File: src/rtl/cache_ctl_pkg.sv
package cache_ctl_pkg;
   localparam int CR_W      = 32;
   localparam int B_EN      = 31;
   localparam int B_PAR     = 30;
   localparam int B_SIZE_LO = 28;
   localparam int B_CLK_LO  = 25;
   localparam int B_RAM_LO  = 23;
   localparam int B_DONLY   = 22;
   localparam int B_INV     = 21;
   localparam int B_IONLY   = 10;
   localparam logic [CR_W-1:0] CR_MASK = 32'hFFE0_0400;

   typedef struct packed {
      logic       en;
      logic       par;
      logic [1:0] size;
      logic [2:0] ratio;
      logic [1:0] ram;
      logic       donly;
      logic       inv;
      logic       ionly;
   } cr_fields_t;

   function automatic cr_fields_t cr_unpack(input logic [CR_W-1:0] w);
      cr_fields_t f;
      f.en    = w[B_EN];
      f.par   = w[B_PAR];
      f.size  = w[B_SIZE_LO +: 2];
      f.ratio = w[B_CLK_LO +: 3];
      f.ram   = w[B_RAM_LO +: 2];
      f.donly = w[B_DONLY];
      f.inv   = w[B_INV];
      f.ionly = w[B_IONLY];
      return f;
   endfunction
endpackage

File: src/rtl/ccr_regfile.sv
module ccr_regfile
   import cache_ctl_pkg::*;
(
   input  logic            clk,
   input  logic            rst_n,
   input  logic            wr_en,
   input  logic            wr_super,
   input  logic [CR_W-1:0] wr_data,
   input  logic            inv_done,
   output logic [CR_W-1:0] cr_q,
   output logic            err_q
);
   logic            wr_ok;
   logic            refuse;
   logic [CR_W-1:0] wr_val;

   // A pending or running invalidate owns the register until it completes.
   always_comb begin
      wr_ok  = wr_en && wr_super && !cr_q[B_INV];
      wr_val = wr_data & CR_MASK;
      refuse = wr_val[B_INV] && (wr_val[B_EN] || cr_q[B_EN]);
      if (refuse) wr_val[B_INV] = 1'b0;
   end

   always_ff @(posedge clk or negedge rst_n) begin
      if (!rst_n) begin
         cr_q  <= '0;
         err_q <= 1'b0;
      end else if (inv_done) begin
         cr_q[B_INV] <= 1'b0;
      end else if (wr_ok) begin
         cr_q <= wr_val;
         if (refuse) err_q <= 1'b1;
      end
   end
endmodule

File: src/rtl/ccr_inval_seq.sv
module ccr_inval_seq #(
   parameter int IDX_W = 4
) (
   input  logic             clk,
   input  logic             rst_n,
   input  logic             inv_req,
   output logic             busy,
   output logic [IDX_W-1:0] idx,
   output logic             done
);
   localparam logic [IDX_W-1:0] LAST = {IDX_W{1'b1}};

   always_ff @(posedge clk or negedge rst_n) begin
      if (!rst_n) begin
         busy <= 1'b0;
         idx  <= '0;
      end else if (!busy) begin
         if (inv_req) begin
            busy <= 1'b1;
            idx  <= '0;
         end
      end else if (idx == LAST) begin
         busy <= 1'b0;
      end else begin
         idx <= idx + 1'b1;
      end
   end

   assign done = busy && (idx == LAST);
endmodule

File: src/rtl/ccr_alloc_filter.sv
module ccr_alloc_filter (
   input  logic clk,
   input  logic rst_n,
   input  logic txn_start,
   input  logic en_bit,
   input  logic donly,
   input  logic ionly,
   input  logic fill_req,
   input  logic fill_instr,
   input  logic fill_hit,
   output logic active,
   output logic hit_svc,
   output logic alloc_grant
);
   logic blocked;

   always_ff @(posedge clk or negedge rst_n) begin
      if (!rst_n)         active <= 1'b0;
      else if (txn_start) active <= en_bit;
   end

   always_comb begin
      blocked = (donly && ionly)
             || (donly && fill_instr)
             || (ionly && !fill_instr);
      hit_svc     = fill_req && active && fill_hit;
      alloc_grant = fill_req && active && !fill_hit && !blocked;
   end
endmodule

File: src/rtl/ccr_parity.sv
module ccr_parity #(
   parameter int RAM_W   = 64,
   parameter bit PAR_ODD = 1'b0
) (
   input  logic               par_on,
   input  logic [RAM_W-1:0]   wdata,
   output logic [RAM_W/8-1:0] wpar,
   input  logic               rvalid,
   input  logic [RAM_W-1:0]   rdata,
   input  logic [RAM_W/8-1:0] rpar,
   output logic               err
);
   localparam int NB = RAM_W / 8;
   logic [NB-1:0] rcalc;

   for (genvar b = 0; b < NB; b++) begin : g_lane
      if (PAR_ODD) begin : g_odd
         assign wpar[b]  = par_on & ~(^wdata[8*b +: 8]);
         assign rcalc[b] = ~(^rdata[8*b +: 8]);
      end else begin : g_even
         assign wpar[b]  = par_on & (^wdata[8*b +: 8]);
         assign rcalc[b] = ^rdata[8*b +: 8];
      end
   end

   assign err = par_on && rvalid && (rcalc != rpar);
endmodule

File: src/rtl/cache_ctl_reg.sv
module cache_ctl_reg
   import cache_ctl_pkg::*;
#(
   parameter int IDX_W   = 4,
   parameter int RAM_W   = 64,
   parameter bit PAR_ODD = 1'b0
) (
   input  logic               clk,
   input  logic               rst_n,
   input  logic               wr_en,
   input  logic               wr_super,
   input  logic [31:0]        wr_data,
   output logic [31:0]        rd_data,
   input  logic               txn_start,
   output logic               cache_active,
   output logic               parity_en,
   output logic [1:0]         size_code,
   output logic [2:0]         clk_ratio,
   output logic [1:0]         ram_type,
   input  logic               fill_req,
   input  logic               fill_instr,
   input  logic               fill_hit,
   output logic               hit_svc,
   output logic               alloc_grant,
   input  logic [RAM_W-1:0]   ram_wdata,
   output logic [RAM_W/8-1:0] ram_wpar,
   input  logic               ram_rvalid,
   input  logic [RAM_W-1:0]   ram_rdata,
   input  logic [RAM_W/8-1:0] ram_rpar,
   output logic               par_err,
   output logic               inval_busy,
   output logic               inval_err,
   output logic               tag_clr_en,
   output logic [IDX_W-1:0]   tag_clr_idx
);
   if (IDX_W < 1 || IDX_W > 12) begin : g_chk_idx
      $error("IDX_W must lie in 1..12");
   end
   if (RAM_W < 8 || (RAM_W % 8) != 0) begin : g_chk_ram
      $error("RAM_W must be a positive multiple of 8");
   end

   logic [CR_W-1:0] cr_q;
   cr_fields_t      f;
   logic            inv_done;

   ccr_regfile u_regs (
      .clk(clk), .rst_n(rst_n), .wr_en(wr_en), .wr_super(wr_super),
      .wr_data(wr_data), .inv_done(inv_done), .cr_q(cr_q), .err_q(inval_err)
   );

   assign f = cr_unpack(cr_q);

   ccr_inval_seq #(.IDX_W(IDX_W)) u_seq (
      .clk(clk), .rst_n(rst_n), .inv_req(f.inv),
      .busy(inval_busy), .idx(tag_clr_idx), .done(inv_done)
   );

   ccr_alloc_filter u_filt (
      .clk(clk), .rst_n(rst_n), .txn_start(txn_start), .en_bit(f.en),
      .donly(f.donly), .ionly(f.ionly), .fill_req(fill_req),
      .fill_instr(fill_instr), .fill_hit(fill_hit), .active(cache_active),
      .hit_svc(hit_svc), .alloc_grant(alloc_grant)
   );

   ccr_parity #(.RAM_W(RAM_W), .PAR_ODD(PAR_ODD)) u_par (
      .par_on(f.par), .wdata(ram_wdata), .wpar(ram_wpar),
      .rvalid(ram_rvalid), .rdata(ram_rdata), .rpar(ram_rpar), .err(par_err)
   );

   assign rd_data    = cr_q;
   assign parity_en  = f.par;
   assign size_code  = f.size;
   assign clk_ratio  = f.ratio;
   assign ram_type   = f.ram;
   assign tag_clr_en = inval_busy;
endmodule

File: config.mk
export PLATFORM = sky130hd
export DESIGN_NAME = cache_ctl_reg
export DESIGN_NICKNAME = d
export VERILOG_FILES = /design/src/rtl/cache_ctl_pkg.sv /design/src/rtl/ccr_regfile.sv /design/src/rtl/ccr_inval_seq.sv /design/src/rtl/ccr_alloc_filter.sv /design/src/rtl/ccr_parity.sv /design/src/rtl/cache_ctl_reg.sv
export SDC_FILE = /design/constraint.sdc
export NUM_CORES = 1
export LEC_CHECK = 0
export BUFFER_PORTS_ARGS = -buffer_cell sky130_fd_sc_hd__buf_2
export CORE_AREA = 2 2 92 94
export DETAILED_ROUTE_END_ITERATION = 10
export DIE_AREA = 0 0 94 96
export PLACE_DENSITY_LB_ADDON = 0.08
export SKIP_CTS_REPAIR_TIMING = 1
export SYNTH_ARGS = -nofsm -noshare
export SYNTH_HDL_FRONTEND = slang
export SYNTH_SLANG_ARGS = --single-unit
File: constraint.sdc
create_clock -name clk -period 2.45 [get_ports clk]
set_input_delay 0.245 -clock clk [delete_from_list [all_inputs] [get_ports clk]]
set_output_delay 0.245 -clock clk [all_outputs]
set_load 0.02 [all_outputs]
==> results.yml <==
outcome:
  status: "complete, no violations"
global_route:
  grt_pass1_vias: 1846
  antenna_found_initial: 0
  grt_pass1_wl_um: 8090
  grt_max_degree: 20
  grt_use_total_pct: 11.3
  grt_remaining_overflow: 0
logic_synthesis:
  synth_top_area_cell: "xnor2_1"
  synth.top_cell.area_share_pct: 35.3
  synth_area_leaders: "xnor2_1 (35%), dfrtp_1 (21%), buf_4 (11%), mux2_4 (6.6%), xor2_1 (6.2%)"
  syn_area_per_cell_um2: 10.3
  ys_types: 34
  yosysSeqAreaShare_pct: 21.0
  syn_area_um2: 2260
  synth_warnings: 0
  synthCells: 219
  synth-seq-cells: 19
placement:
  io_buffers: 195
  gp_congestion: 0.715
  dp_hpwl_um: 4790
floorplan:
  coreArea_um2: 8050
  die_w_um: 94
  rows: 33
  initial_core_util_pct: 28.1
  die_h_um: 96
  ioPinCount: 236
  die-area_um2: 9020
clock_network:
  clkLatencyLatePin_ns: 0.25
  cts-root-buf: "clkbuf_8"
  numClockSinks: 19
  cts_tree: "built"
  numCtsBuffers: 3
  clock_path_buffers: 2
  path_clk_slew_ns: 0.07
  htreeDepth: 1
final_layout:
  layout_commonest_cell: "buf_2"
  antenna_cells: 0
  final_util_pct: 40.2
  areaGrowthSynthToFinish_pct: 43.1
  final_cell_mix: "buf_2 (195), xnor2_1 (91), conb_1 (20), dfrtp_1 (19), xor2_1 (16)"
  final_nets: 583
  drive_above_1_share_pct: 52.7
  nFillCells: 866
timing:
  tns_ns: 0
  fmax_mhz: 505
  skew_ns: 0.00417
  final_min_period_over_clock_period_pct: 80.8
  hold_slack_ns: 0.215
  rsz0062_at_grt: "no"
  final.min_clock_period_ns: 1.98
  hold_viol: 0
  maxSlewViolCount: 0
  setup_viol: 0
routing:
  drc: 0
  vias: 1969
  dr.pass1.iters: 4
  first_iter_violations: 12
  drt_wl_total_um: 5420
  antenna_violating_nets_post_route: 0
  vias_per_cell: 3.87
  wl_per_cell_um: 10.6
pwr:
  power.density_nw_per_um2: 759
  leakagePower_nw: 1.62
  max-vdd-ir-drop_mv: 0.257
critical_path:
  rrSetupSlack_ns: 0.69
  max_stage_delay_ns: 0.44
  path_buf_inv: 2
  crit_cells: 7
  crit_path_cell_trace: "buf_2 -> xnor2_1 -> xnor3_2 -> xnor2_1 -> nor4_1 -> a41oi_1 -> buf_2"
  critical_path_class: "input pin to output port"
  slowest_stage: "xnor3_2"
  r2r_cells: 4
  path_delay_family: "XOR/XNOR gates"
  crit_path_max_fanout: 1
  cp.arrival_ns: 1.73
  critPathRequiredTime_ns: 2.20
  worst_setup_path_end_kind: "output port"
  cp-start-kind: "input pin"
flow_run:
  maxCapViolations: 0
worst_hold_path:
  hp-class: "input pin to flip-flop"
  holdPathStages: 2
## final cells by class
| type | count | area, um2 | share of cell area [%] |
|---|---|---|---|
| Clock buffer | 4 | 45.0 | 1.39 |
| Sequential cell | 19 | 475 | 14.7 |
| Multi-Input combinational cell | 183 | 1590 | 49.1 |
| Timing Repair Buffer | 196 | 986 | 30.5 |
| Inverter | 2 | 7.51 | 0.232 |
| Tap cell | 105 | 131 | 4.06 |
## cells by family (layout without fill, tap and decap cells)
group	Yosys count	count (layout)	synth area share (%)
AO/OA/AOI/OAI	8	8	2.66
XOR/XNOR	114	114	48.7
adder cells (fa/ha/maj)	1	1	0.553
buffers and inverters	36	202	11.8
flip-flops	19	19	21.0
multiplexers	12	12	7.64
other	1	20	0.166
AND/OR/NAND/NOR	28	28	7.47
## per-layer routing
| layer | wire (um) | global-route usage, % |
|---|---|---|
| met5 | 0 | 0 |
| met4 | 96 | 2.54 |
| met3 | 577 | 2.66 |
| met2 | 2810 | 21.8 |
| met1 | 1940 | 12.6 |
## registers in the layout, indices dropped and copies added, names as in the netlist
register	flops
u_seq.busy	1
u_regs.cr_q	12
u_seq.idx	4
u_filt.active	1
u_regs.err_q	1
## stage by stage
stage / worst slack (ns) / instance area [um2] / instances / power [mW]
4_1_cts: 0.462 / 3230 / 508 / 2.50
6_report: 0.470 / 3240 / 509 / 2.45
3_5_place_dp: 0.476 / 3180 / 504 / 2.27
3_3_place_gp: 0.476 / 3180 / 504 / 2.27
5_1_grt: 0.362 / 3240 / 509 / 2.67
2_1_floorplan: 0.557 / 2330 / 238 / 1.88
## where the power goes
group          switching [mW]  total, mW  internal, mW
clock                   0.102      0.217         0.116
sequential              0.170      0.639         0.468
combinational           0.827       1.60         0.772
total                    1.10       2.45          1.36
## worst paths after layout
kind                                     from              end
worst min-delay path              wr_data[23]  u_regs.cr_q[23]
worst max register to register   u_seq.idx[0]  u_regs.cr_q[29]
worst min register to register   u_regs.err_q     u_regs.err_q
min in group asynchronous               rst_n  u_regs.cr_q[27]
max in group asynchronous               rst_n     u_regs.err_q
worst max-delay path            ram_rdata[42]          par_err
## cells in the mapped netlist, drive strengths merged
cell      n
xor2     16
nand2b    1
buf      34
nand3     1
ha        1
nor2b     2
a41o      1
a32o      1
nand3b    1
dfrtp    19
nor2      3
nor4      1
a2111oi   1
nand2     4
a211oi    1
nand4     2
conb      1
mux2     12
a41oi     1
o21ai     2
xnor3     6
nor3      2
inv       2
and3      1
and4b     1
xnor2    92
and2      9
a21oi     1
Note: power is estimated with default switching activity, not from simulation.
